===== src/rtl/ilk_pkg.sv =====
package ilk_pkg;

  localparam int STG_ISSUE = 1;
  localparam int STG_EXEC  = 2;
  localparam int STG_LDONE = 3;

  typedef enum logic [1:0] {
    FWD_REGFILE = 2'd0,
    FWD_EXEC    = 2'd1,
    FWD_LDONE   = 2'd2
  } fwd_sel_e;

  // cycles the consumer still has to wait for a producer sitting in slot k
  function automatic int wait_cycles(input logic late, input logic early, input int k);
    int rdy;
    int need;
    int w;
    rdy  = late ? STG_LDONE : STG_EXEC;
    need = early ? STG_ISSUE : STG_EXEC;
    w    = rdy - need - k;
    return (w > 0) ? w : 0;
  endfunction

endpackage


===== src/rtl/ilk_slot_pipe.sv =====
module ilk_slot_pipe #(
  parameter int REG_W    = 5,
  parameter int NUM_SLOT = 2
) (
  input  logic                           clk,
  input  logic                           rst_n,
  input  logic                           flush,
  input  logic                           push,
  input  logic [REG_W-1:0]               push_dst,
  input  logic                           push_late,
  output logic [NUM_SLOT-1:0]            slot_vld,
  output logic [NUM_SLOT-1:0][REG_W-1:0] slot_dst,
  output logic [NUM_SLOT-1:0]            slot_late
);

  genvar k;
  generate
    for (k = 0; k < NUM_SLOT; k++) begin : g_slot
      logic             nxt_vld;
      logic [REG_W-1:0] nxt_dst;
      logic             nxt_late;

      if (k == 0) begin : g_head
        assign nxt_vld  = push;
        assign nxt_dst  = push_dst;
        assign nxt_late = push_late;
      end else begin : g_body
        assign nxt_vld  = slot_vld[k-1];
        assign nxt_dst  = slot_dst[k-1];
        assign nxt_late = slot_late[k-1];
      end

      always_ff @(posedge clk or negedge rst_n) begin
        if (!rst_n) begin
          slot_vld[k]  <= 1'b0;
          slot_dst[k]  <= '0;
          slot_late[k] <= 1'b0;
        end else if (flush) begin
          slot_vld[k]  <= 1'b0;
          slot_dst[k]  <= '0;
          slot_late[k] <= 1'b0;
        end else begin
          slot_vld[k]  <= nxt_vld;
          slot_dst[k]  <= nxt_vld ? nxt_dst : '0;
          slot_late[k] <= nxt_vld & nxt_late;
        end
      end
    end
  endgenerate

endmodule


===== src/rtl/ilk_src_check.sv =====
module ilk_src_check
  import ilk_pkg::*;
#(
  parameter int REG_W    = 5,
  parameter int NUM_SLOT = 2
) (
  input  logic                           src_vld,
  input  logic [REG_W-1:0]               src_reg,
  input  logic                           src_early,
  input  logic [NUM_SLOT-1:0]            slot_vld,
  input  logic [NUM_SLOT-1:0][REG_W-1:0] slot_dst,
  input  logic [NUM_SLOT-1:0]            slot_late,
  output logic                           hazard,
  output fwd_sel_e                       sel
);

  logic [NUM_SLOT-1:0] hit;
  logic [NUM_SLOT-1:0] blocks;

  genvar k;
  generate
    for (k = 0; k < NUM_SLOT; k++) begin : g_cmp
      assign hit[k]    = src_vld && slot_vld[k] && (slot_dst[k] == src_reg);
      assign blocks[k] = hit[k] && (wait_cycles(slot_late[k], src_early, k) != 0);
    end
  endgenerate

  assign hazard = |blocks;

  // oldest first, so the youngest matching slot (index 0) wins
  always_comb begin
    sel = FWD_REGFILE;
    for (int j = NUM_SLOT - 1; j >= 0; j--) begin
      if (hit[j]) sel = slot_late[j] ? FWD_LDONE : FWD_EXEC;
    end
  end

endmodule


===== src/rtl/operand_interlock.sv =====
module operand_interlock
  import ilk_pkg::*;
#(
  parameter int REG_W   = 5,
  parameter int NUM_SRC = 2
) (
  input  logic                          clk,
  input  logic                          rst_n,
  input  logic                          flush,
  input  logic                          iss_valid,
  output logic                          iss_ready,
  input  logic                          iss_dst_vld,
  input  logic [REG_W-1:0]              iss_dst,
  input  logic                          iss_dst_late,
  input  logic [NUM_SRC-1:0]            iss_src_vld,
  input  logic [NUM_SRC-1:0][REG_W-1:0] iss_src_reg,
  input  logic [NUM_SRC-1:0]            iss_src_early,
  output logic [NUM_SRC-1:0][1:0]       fwd_sel
);

  localparam int NUM_SLOT = STG_LDONE - STG_ISSUE;

  logic [NUM_SLOT-1:0]            slot_vld;
  logic [NUM_SLOT-1:0][REG_W-1:0] slot_dst;
  logic [NUM_SLOT-1:0]            slot_late;
  logic [NUM_SRC-1:0]             src_haz;
  logic                           accept;

  assign iss_ready = ~(|src_haz);
  assign accept    = iss_valid & iss_ready;

  ilk_slot_pipe #(.REG_W(REG_W), .NUM_SLOT(NUM_SLOT)) u_track (
    .clk       (clk),
    .rst_n     (rst_n),
    .flush     (flush),
    .push      (accept & iss_dst_vld),
    .push_dst  (iss_dst),
    .push_late (iss_dst_late),
    .slot_vld  (slot_vld),
    .slot_dst  (slot_dst),
    .slot_late (slot_late)
  );

  genvar i;
  generate
    for (i = 0; i < NUM_SRC; i++) begin : g_src
      fwd_sel_e s;
      ilk_src_check #(.REG_W(REG_W), .NUM_SLOT(NUM_SLOT)) u_chk (
        .src_vld   (iss_src_vld[i]),
        .src_reg   (iss_src_reg[i]),
        .src_early (iss_src_early[i]),
        .slot_vld  (slot_vld),
        .slot_dst  (slot_dst),
        .slot_late (slot_late),
        .hazard    (src_haz[i]),
        .sel       (s)
      );
      assign fwd_sel[i] = s;
    end
  endgenerate

endmodule


===== config.mk =====
export PLATFORM = sky130hd
export DESIGN_NAME = operand_interlock
export DESIGN_NICKNAME = d
export VERILOG_FILES = /design/src/rtl/ilk_pkg.sv /design/src/rtl/ilk_slot_pipe.sv /design/src/rtl/ilk_src_check.sv /design/src/rtl/operand_interlock.sv
export SDC_FILE = /design/constraint.sdc
export NUM_CORES = 1
export LEC_CHECK = 0
export ABC_AREA = 1
export BUFFER_PORTS_ARGS = -buffer_cell sky130_fd_sc_hd__clkbuf_2
export CORE_MARGIN = 4
export CORE_UTILIZATION = 55
export CTS_CLUSTER_SIZE = 20
export DETAILED_ROUTE_END_ITERATION = 16
export PLACE_DENSITY_LB_ADDON = 0.25
export SETUP_SLACK_MARGIN = 0.05
export SYNTH_ARGS = -nofsm -noshare
export SYNTH_HDL_FRONTEND = slang
export SYNTH_SLANG_ARGS = --single-unit

===== constraint.sdc =====
create_clock -name clk -period 2.8 [get_ports clk]
set_input_delay 0.56 -clock clk [delete_from_list [all_inputs] [get_ports clk]]
set_output_delay 0.56 -clock clk [all_outputs]
set_load 0.02 [all_outputs]

# Yosys cells after proc, flatten, opt, wreduce, memory -nomap -nowiden
# Index checks and enable logic that the tools add are counted.
classes:
  add_sub_neg: 6
  n_lt_le_gt_ge: 4
  n_eq_ne: 4
  mux: 22
  n_bitwise: 5
  n_reduce_logical: 17
ops:
  columns: ["operator", "n"]
  rows:
  - ["$gt 32x1->1 const B", 4]
  - ["$mux 32", 4]
  - ["$reduce_bool 32->1", 4]
  - ["$sub 32x32->32", 4]
  - ["$sub 32x2->32 const B", 2]
  - ["$eq 5x5->1", 4]
  - ["$mux 5", 4]
  - ["$mux 2", 8]
  - ["$logic_and 1x1->1", 12]
  - ["$mux 1", 6]
  - ["$and 1x1->1", 4]
  - ["$reduce_or 4->1", 1]
  - ["$not 1->1", 1]
word_totals:
  reg_bits: 14
  input_bits: 25
  output_inout_bits: 5
  elab_cells: 64

# Depth between registers and ports, before layout
# Gate-level depths: netlist of run 1.
logic_depth:
  depth_word: 13
  ltp_mapped: 10
  depth_no_buf: 10

# Modules after synthesis
# A second synthesis of run 1 with hierarchy kept.
hier_totals:
  hier_cells: 179
  area_unflattened_um2: 1099.8
by_module_without_submodules:
  columns: ["module", "n_inst", "cells_per_inst", "area_each_um2"]
  rows:
  - ["ilk_src_check", 2, 64, 295.3]
  - ["ilk_slot_pipe", 1, 45, 481.7]
  - ["operand_interlock", 1, 6, 27.5]

# Worst setup path after synthesis of run 1
# OpenSTA, ideal clock, no wires.
synth_path:
  kind: "in2out"
  startpoint: "input port iss_src_reg[4] in the netlist's numbering"
  endpoint: "output port fwd_sel[1] in the netlist's numbering"
  arrival_time_ps: 1384
  required_time_ps: 2240
  setup_slack_ps: 856
  cell_stages: 6
  path_cell_list: "xor2_1 -> nor2_1 -> nand3_1 -> nand2_1 -> inv_1 -> a21oi_1"
synth_rtl:
  columns: ["item", "line_no", "text"]
  rows:
  - ["start: declaration", "operand_interlock.sv:16", "input logic [NUM_SRC-1:0][REG_W-1:0] iss_src_reg,"]
  - ["end: declaration", "operand_interlock.sv:18", "output logic [NUM_SRC-1:0][1:0] fwd_sel"]

==> results of run 1 <==
## cell type report
| type | instances | share of cell area (%) |
|---|---|---|
| inverters | 36 | 10.6 |
| clock buffers | 4 | 2.85 |
| multi-input cells | 113 | 45.1 |
| flip-flops and latches | 14 | 27.6 |
| well taps | 25 | 2.46 |
| repair buffers | 29 | 11.4 |
## cell usage after synthesis
| cell type | n |
|---|---|
| xor2_1 | 3 |
| nand3_1 | 4 |
| a21oi_1 | 2 |
| nor2_1 | 18 |
| or2_1 | 1 |
| inv_1 | 29 |
| o21ai_1 | 1 |
| nand2_2 | 5 |
| nor2_4 | 3 |
| a21oi_2 | 2 |
| nor2_2 | 8 |
| nand3_2 | 2 |
| nor4_1 | 1 |
| nand2_1 | 55 |
| inv_2 | 7 |
| nand4_4 | 1 |
| or2_4 | 1 |
| nand4_1 | 5 |
| nand2_4 | 1 |
| dfrtp_1 | 14 |
## power groups by stage
stage	clock network [mW]	registers [mW]	logic, mW
2_1_floorplan	0	0.212	0.0415
4_1_cts	0.144	0.209	0.0744
3_3_place_gp	0	0.213	0.0707
3_5_place_dp	0	0.213	0.0741
5_1_grt	0.151	0.209	0.0842
6_report	0.139	0.209	0.0739
## kinds of logic (layout without fill, tap and decap cells)
kind of cell / after synthesis / count (layout) / synth area share [%]
xor gates and xnor gates: 3 / 3 / 2.48
DFF: 14 / 14 / 33.1
buffers and inverters: 36 / 69 / 12.8
AOI/OAI and AO/OA: 5 / 5 / 3.07
and+or+nand+nor: 105 / 105 / 48.6
## critical path, stage by stage, from the launching register on
cell and delay, ns:
dfrtp_1 0.42, xor2_1 0.17, nor2_1 0.22, nand3_1 0.13
nand2_1 0.11, nand2_1 0.06, nor2_1 0.09, clkbuf_2 0.17
## flip-flops by register name, summed over array words and instances (netlist names)
signal / cells
u_track.g_slot.nxt_dst: 5
u_track.slot_dst: 5
u_track.g_slot.nxt_late: 1
u_track.g_slot.nxt_vld: 1
u_track.slot_late: 1
u_track.slot_vld: 1
## per-stage QoR
stage	total power, mW	hold slack, ns	worst slack [ns]	utilization, %	cell area [sq um]
floorplan	0.253	0.264	0.856	-	1060
global placement	0.283	0.469	0.725	69.3	1230
detailed placement	0.287	0.479	0.648	69.3	1230
CTS	0.427	0.178	0.579	71.3	1270
global route	0.444	0.189	0.420	71.3	1270
finish	0.422	0.179	0.601	71.3	1270
## metal layers
metal  global-route usage, %  vias up  share of wire (%)
li1                        -      549                  -
met1                    24.0      459                 44
met2                    36.4       23                 51
met3                    1.15        2                4.2
met4                    7.42        0               0.75
met5                       0        -                  0
## path summary, 6_finish.rpt
kind,startpoint,endpoint,slack [ns]
max,u_track.g_slot[1].nxt_dst[4],fwd_sel[0],0.60
min in group clk,flush,u_track.slot_vld[1],0.46
min reg2reg,u_track.g_slot[1].nxt_vld,u_track.slot_vld[1],0.55
max reg2reg,u_track.g_slot[1].nxt_dst[4],u_track.g_slot[1].nxt_late,1.42
min,rst_n,u_track.g_slot[1].nxt_dst[1],0.18
max in group asynchronous,rst_n,u_track.g_slot[1].nxt_late,2.37
==> metrics, run 1 <==
crit path kind=register to output pin; clock-pin slew on the worst setup and hold paths=0.08 ns; share of layout cells above drive strength 1=32.1%; post-synthesis net count=188; Die Span Y=51.9 um; drt wl/cell=10.3 um; final wirelength=2280 um; Reg2Reg Depth=7; top cell type's share of synthesized area=33.1%; initial core utilization=59.4%; post-route ant nets=0; IO Pins=30; sequential power share=49.5%; TNS Setup=0 ns; initial DRC count=24; Worst Setup Start Kind=register; most frequent cells in the layout=nand2_1 (55), inv_1 (29), clkbuf_2 (29); CP Data Required Time=2.24 ns; root buffer cell=clkbuf_4; combinational power share=17.5%; Syn-to-layout area delta=20.1%; H-tree depth=1; IO Port Bufs=29; remaining global-route overflow=0; Clock power frac=33.0%; post-CTS setup buffer count=0; row cnt=15; most common cell after layout, fill and taps aside=nand2_1; largest net degree at the start of global routing=15; Sw Ratio=25.7%; area of the multi-input gates=573 sq um; Hold WC Path Type=input port to async pin; cts hold-fix bufs=0; fin crit period=2.20 ns; Worst-Skew Late Latency=0.27 ns; Leak Pwr=0.741 nW; Synth area leaders=dfrtp_1 (33%), nand2_1 (20%), inv_1 (10%); PwrDens=332 mW/mm^2; Mapped Area=0.00106 sq mm; vias in the first global route=1032; RePlAce Congestion=0.922; register area share after synthesis=33.1%; DRC=0; Clock Skew=0.00406 ns; GRT Total Usage=19.8%; Syn Inst Count=163; post-cts sizing count=0; Slew Limit Fails=0; fmax=0.455 GHz; Core Area=0.00178 sq mm; CP Max Fanout=3; first-pass GRT wire length=4100 um; final-stage net count=222; Tightest Pin Transition=0.345 ns; YS warnings=0; CTS sink count=14; FF+latch area=350 sq um; drt pass-1 iters=4; CTS tree=built; Via-to-Cell Ratio=4.67; final setup fails=0; clock buffer depth=2; hpwl dp=2040 um; crit path capture type=output pin; post-synthesis average cell area=6.49 sq um; Tcrit/Tclk final=78.5%; #FFs+latches synth=14; Internal=313 uW; status=completed; total die area=0.00269 sq mm; largest area contributor in the netlist=dfrtp_1; Net Sw Power=108 uW; CP arrival=1.64 ns; relative slew slack=77.0%; VDD IR max=0.295 mV; via count=1033; number of fill cells=154; Hold Vio Cnt, Final=0; CTS Buf Count=3; ant diodes=0; Synth cell types=20; Placed Cells=217; fin cells=221; Die Wd=51.9 um; RSZ-0062 raised after global routing=no; Max-Cap Viols=0; initial antenna violation count=0
Power figures use the tool's default switching activity.
==> run 2, diff against run 1 <==
- CORE_UTILIZATION: 55 -> 46
- clock period: 2.8 -> 1.9 ns (I/O delays scaled with it)
==> run 2 against run 1 <==
Effect of this change: the run now ends with setup timing left; combinational power is 64% higher; first-iteration DRC count is 46% lower; core utilization is 6.8 points lower; sequential cell count stayed put; cell count is 3.6% higher; sequential power is 47% higher; total power is 50% higher; hold slack better by 0.11 ns; via count is 3.6% higher; clock-buffer cell count stayed put; highest routed layer unchanged.
==> metrics, run 2 (synthesis results as in run 1) <==
crit path capture type=output pin; CTS tree=built; initial core utilization=48.3%; Clock Skew=0.00219 ns; IO Port Bufs=29; final hold slack=0.286 ns; R2R Path End=u_track.g_slot[1].nxt_dst[3]; most common cell after layout, fill and taps aside=nand2_1; CP Data Required Time=1.52 ns; relative slew slack=78.2%; Leak Pwr=0.779 nW; Core Area=0.00219 sq mm; routed length on met3=106 um; fmax=0.520 GHz; Slew Limit Fails=0; CP arrival=1.54 ns; ant diodes=0; clock-pin slew on the worst setup and hold paths=0.08 ns; Worst-Skew Late Latency=0.27 ns; most frequent cells in the layout=nand2_1 (51), inv_1 (28), clkbuf_2 (24); hpwl dp=2090 um; drt pass-1 iters=4; post-route ant nets=0; Via-to-Cell Ratio=4.67; failing checks=setup timing; DRC=0; PwrDens=447 mW/mm^2; hold path cells=2; Tightest Pin Transition=0.328 ns; Layout Utilization=64.5%; CP most frequent cell=buf_4; initial antenna violation count=0; Hold Vio Cnt, Final=0; Tcrit/Tclk final=101%; Placed Cells=220; CTS sink count=14; vias in the first global route=1056; remaining global-route overflow=0; H-tree depth=1; RSZ-0062 raised after global routing=yes; final wirelength=2420 um; area of the multi-input gates=643 sq um; post-route setup slack=-0.0232 ns; total die area=0.00313 sq mm; root buffer cell=clkbuf_4; Die Wd=56.0 um; clock buffer depth=2; Syn-to-layout area delta=33.6%; GRT Total Usage=16.7%; fin crit period=1.92 ns; drt wl/cell=10.6 um; initial DRC count=13; via count=1070; R2R Path Start=u_track.g_slot[1].nxt_dst[3]; final-stage net count=227; crit path kind=register to output pin; WL met2=1260 um; TNS Setup=-0.0354 ns; fin cells=229; Metal-1 WL=1000 um; Worst Setup Start Kind=register; CTS Buf Count=3; max layer used=met4; status=finished with violations; CP Max Fanout=3; IO Pins=30; slack of the worst reg-to-reg path=0.40 ns; hold path endpoint=u_track.slot_vld[1]; Reg2Reg Depth=11; largest net degree at the start of global routing=15; RePlAce Congestion=0.892; WP buf/inv=2; Worst path top cell family by delay=flip-flops; share of layout cells above drive strength 1=41.8%; Hold WC Path Type=input port to register; worst stage delay on the critical path=0.41 ns; Total Power=632 uW; VDD IR max=0.365 mV; Hold Startpoint=flush; number of fill cells=205; final setup fails=2; critical-path cell list=xor2_1 -> nor2_2 -> nand3_2 -> nand2_2 -> buf_4 -> a21oi_2 -> buf_4; FF+latch area=350 sq um; Crit-path slowest cell=dfrtp_1; row cnt=17; Die Span Y=56.0 um; Max-Cap Viols=0; first-pass GRT wire length=4220 um
-- run 2: cell types whose count changed in the layout (fill, tap and decap cells not counted), moves of 4 or more --
cell	previous run	this run
buf_4	0	6
nor2_1	18	12
clkbuf_2	29	24
nand2_1	55	51
nand2_2	5	9
nor2_2	8	12
-- run 2: repair_timing --
action	CTS	global route
hold buffers	1	0
setup endpoints to repair	5	5
endpoints found under the hold margin	14	0
cloned	0	0
pin swaps	6	10
resized for setup	14	17
buffers inserted	1	3
-- run 2: routing by layer --
metal / track usage (%) / up-vias
met5: 0 / -
met4: 8.47 / 0
met3: 0.696 / 6
met2: 29.7 / 29
met1: 20.1 / 475
li1: - / 560
-- run 2: stage by stage --
stage / setup WS (ns) / instance area (sq um)
global placement: 0.184 / 1240
global route: -0.158 / 1410
finish: -0.0232 / 1410
CTS: -0.0424 / 1340
floorplan: 0.289 / 1060
detailed placement: 0.0890 / 1240
-- run 2: worst max path at each step --
stage            endpoint  cells past startpoint                         start
2_1_floorplan  fwd_sel[1]                      6  u_track.g_slot[1].nxt_dst[4]
3_3_place_gp   fwd_sel[3]                      8                iss_src_reg[8]
3_5_place_dp   fwd_sel[1]                      8                iss_src_reg[2]
4_1_cts        fwd_sel[1]                      7  u_track.g_slot[1].nxt_dst[2]
5_1_grt        fwd_sel[1]                      5  u_track.g_slot[1].nxt_dst[4]
6_report       fwd_sel[1]                      7  u_track.g_slot[1].nxt_dst[4]
-- run 2: layout make-up --
| cell class | instances | area share, % |
|---|---|---|
| multi-input combinational | 113 | 45.5 |
| sequential | 14 | 24.8 |
| timing repair buffer | 34 | 15.1 |
| inverter | 36 | 9.56 |
| clock buffer | 4 | 2.57 |
| tap | 28 | 2.48 |
-- run 2: power by group --
group	switching (mW)	leakage, nW	internal [mW]
logic	0.0718	0.564	0.0496
registers	0.00520	0.193	0.303
clock network	0.0866	0.0210	0.116
total	0.164	0.779	0.469
==> run 3, diff against run 2 <==
- CELL_PAD_IN_SITES_DETAIL_PLACEMENT: default -> 0
- CELL_PAD_IN_SITES_GLOBAL_PLACEMENT: default -> 1
- CORE_UTILIZATION: 46 -> 31
- CTS_CLUSTER_DIAMETER: default -> 50
- PLACE_DENSITY_LB_ADDON: 0.25 -> 0.1
==> run 3 against run 2 <==
Effect of this change: first-iteration DRC count rose by 120%; cell area increased by 0.80%; sequential cell count stayed put; worst setup slack lost 0.0074 ns; core utilization decreased by 19 points; fmax down 0.38%; via count decreased by 2.5%; the flow finishes with violations (hold timing, setup timing); largest cell class unchanged; clock power rose by 4%; register-to-register slack better by 0.04 ns; clock skew is 0.0027 ns higher; combinational power hardly changed; die area rose by 41%.
==> metrics, run 3 (synthesis results as in run 1) <==
hpwl dp=2150 um; RSZ-0062 raised after global routing=yes; post-route ant nets=0; Net Sw Power=173 uW; ant diodes=0; Slew Limit Fails=0; Hold Vio Cnt, Final=6; CP Data Required Time=1.52 ns; Tcrit/Tclk final=102%; most frequent cells in the layout=nand2_1 (45), inv_1 (27), clkbuf_2 (24); initial DRC count=29; VDD IR max=0.299 mV; row cnt=20; FF+latch area=350 sq um; Hold WC Path Type=input port to async pin; Internal=467 uW; fmax=0.518 GHz; drt pass-1 iters=4; Die Wd=66.4 um; clock-pin slew on the worst setup and hold paths=0.09 ns; share of layout cells above drive strength 1=43.7%; root buffer cell=clkbuf_4; clock buffer depth=2; CTS Buf Count=3; GRT Total Usage=12.3%; final setup fails=2; CP Max Fanout=3; most common cell after layout, fill and taps aside=nand2_1; crit path kind=register to output pin; sequential power share=48.1%; fin cells=243; Sw Ratio=27.1%; CTS tree=built; Die Span Y=66.4 um; Tightest Pin Transition=0.355 ns; Clock Skew=0.00487 ns; Via-to-Cell Ratio=4.29; Worst Setup Start Kind=register; DRC=0; Worst-Skew Late Latency=0.27 ns; CTS sink count=14; Leak Pwr=0.773 nW; IO Pins=30; Layout Utilization=45.2%; Placed Cells=236; initial antenna violation count=0; TNS Setup=-0.0347 ns; remaining global-route overflow=0; final wirelength=2530 um; Core Area=0.00315 sq mm; first-pass GRT wire length=4190 um; largest net degree at the start of global routing=15; number of fill cells=375; drt wl/cell=10.4 um; Clock power frac=32.9%; final-stage net count=225; PwrDens=449 mW/mm^2; combinational power share=19.0%; IO Port Bufs=29; Placement Cell Area=0.00126 sq mm; failing checks=hold timing, setup timing; post-route setup slack=-0.0306 ns; initial core utilization=33.6%; Post-Layout Inst Area=0.00143 sq mm; vias in the first global route=972; Max-Cap Viols=0; total die area=0.00441 sq mm; RePlAce Congestion=0.736; Syn-to-layout area delta=34.6%; crit path capture type=output pin; fin crit period=1.93 ns; final hold slack=-0.00428 ns; H-tree depth=1; CP arrival=1.55 ns; via count=1043; cts hold-fix bufs=0; status=finished with violations; area of the multi-input gates=657 sq um; relative slew slack=76.3%
==> run 3: cell types whose count changed in the layout (fill, tap and decap cells not counted), sizes merged <==
cell / before / now
dlygate4sd3: 1 / 0
clkbuf: 30 / 28
buf: 7 / 8
==> run 3: area by class of cell <==
type | count | share of cell area (%)
clock buffers | 4 | 2.55
inverters | 36 | 9.48
multi-input cells | 113 | 46.1
flip-flops and latches | 14 | 24.6
well taps | 44 | 3.86
repair buffers | 32 | 13.4
==> run 3: worst paths after layout <==
| path | startpoint | end | slack (ns) | cells after the start |
|---|---|---|---|---|
| min in group clk | flush | u_track.slot_vld[1] | 0.28 | 2 |
| min reg2reg | u_track.g_slot[1].nxt_vld | u_track.slot_vld[1] | 0.54 | 2 |
| max in group asynchronous | rst_n | u_track.g_slot[1].nxt_dst[1] | 1.64 | 1 |
| min | rst_n | u_track.slot_dst[5] | -0.004 | 1 |
| max | u_track.g_slot[1].nxt_dst[4] | fwd_sel[1] | -0.03 | 5 |
| max reg2reg | u_track.g_slot[1].nxt_dst[4] | u_track.g_slot[1].nxt_dst[3] | 0.44 | 8 |
==> run 3: timing repair <==
item,in CTS,in global routing
setup buffers,2,1
pin swaps,6,8
endpoints found under the setup margin,5,5
hold endpoints to repair,0,0
resized for setup,19,18
==> run 3: through the flow <==
stage	worst slack (ns)	total power, mW
after CTS	-0.0354	0.642
after global routing	-0.141	0.674
after detailed placement	0.127	0.423
final	-0.0306	0.640
after global placement	0.145	0.421
after floorplan	0.289	0.373
==> run 3: power by group through the flow <==
| stage | Combinational, mW | Sequential, mW | Clock (mW) |
|---|---|---|---|
| after global routing | 0.137 | 0.309 | 0.228 |
| after detailed placement | 0.110 | 0.314 | 0 |
| after CTS | 0.118 | 0.308 | 0.216 |
| final | 0.122 | 0.308 | 0.211 |
| after floorplan | 0.0612 | 0.312 | 0 |
| after global placement | 0.108 | 0.314 | 0 |
==> run 3: routing by layer <==
layer / vias to the layer above / global-route usage, % / share of wire [%]
li1: 552 / - / -
met1: 468 / 15.9 / 46
met2: 21 / 21.1 / 49
met3: 2 / 1.53 / 4.5
met4: 0 / 3.81 / 0.75
met5: - / 0 / 0
==> run 3: worst max-delay path: stages (launching register included) <==
cell	delay, ns
dfrtp_1	0.42
xor2_1	0.16
nor2_2	0.19
nand4_1	0.18
a21oi_2	0.18
buf_4	0.15
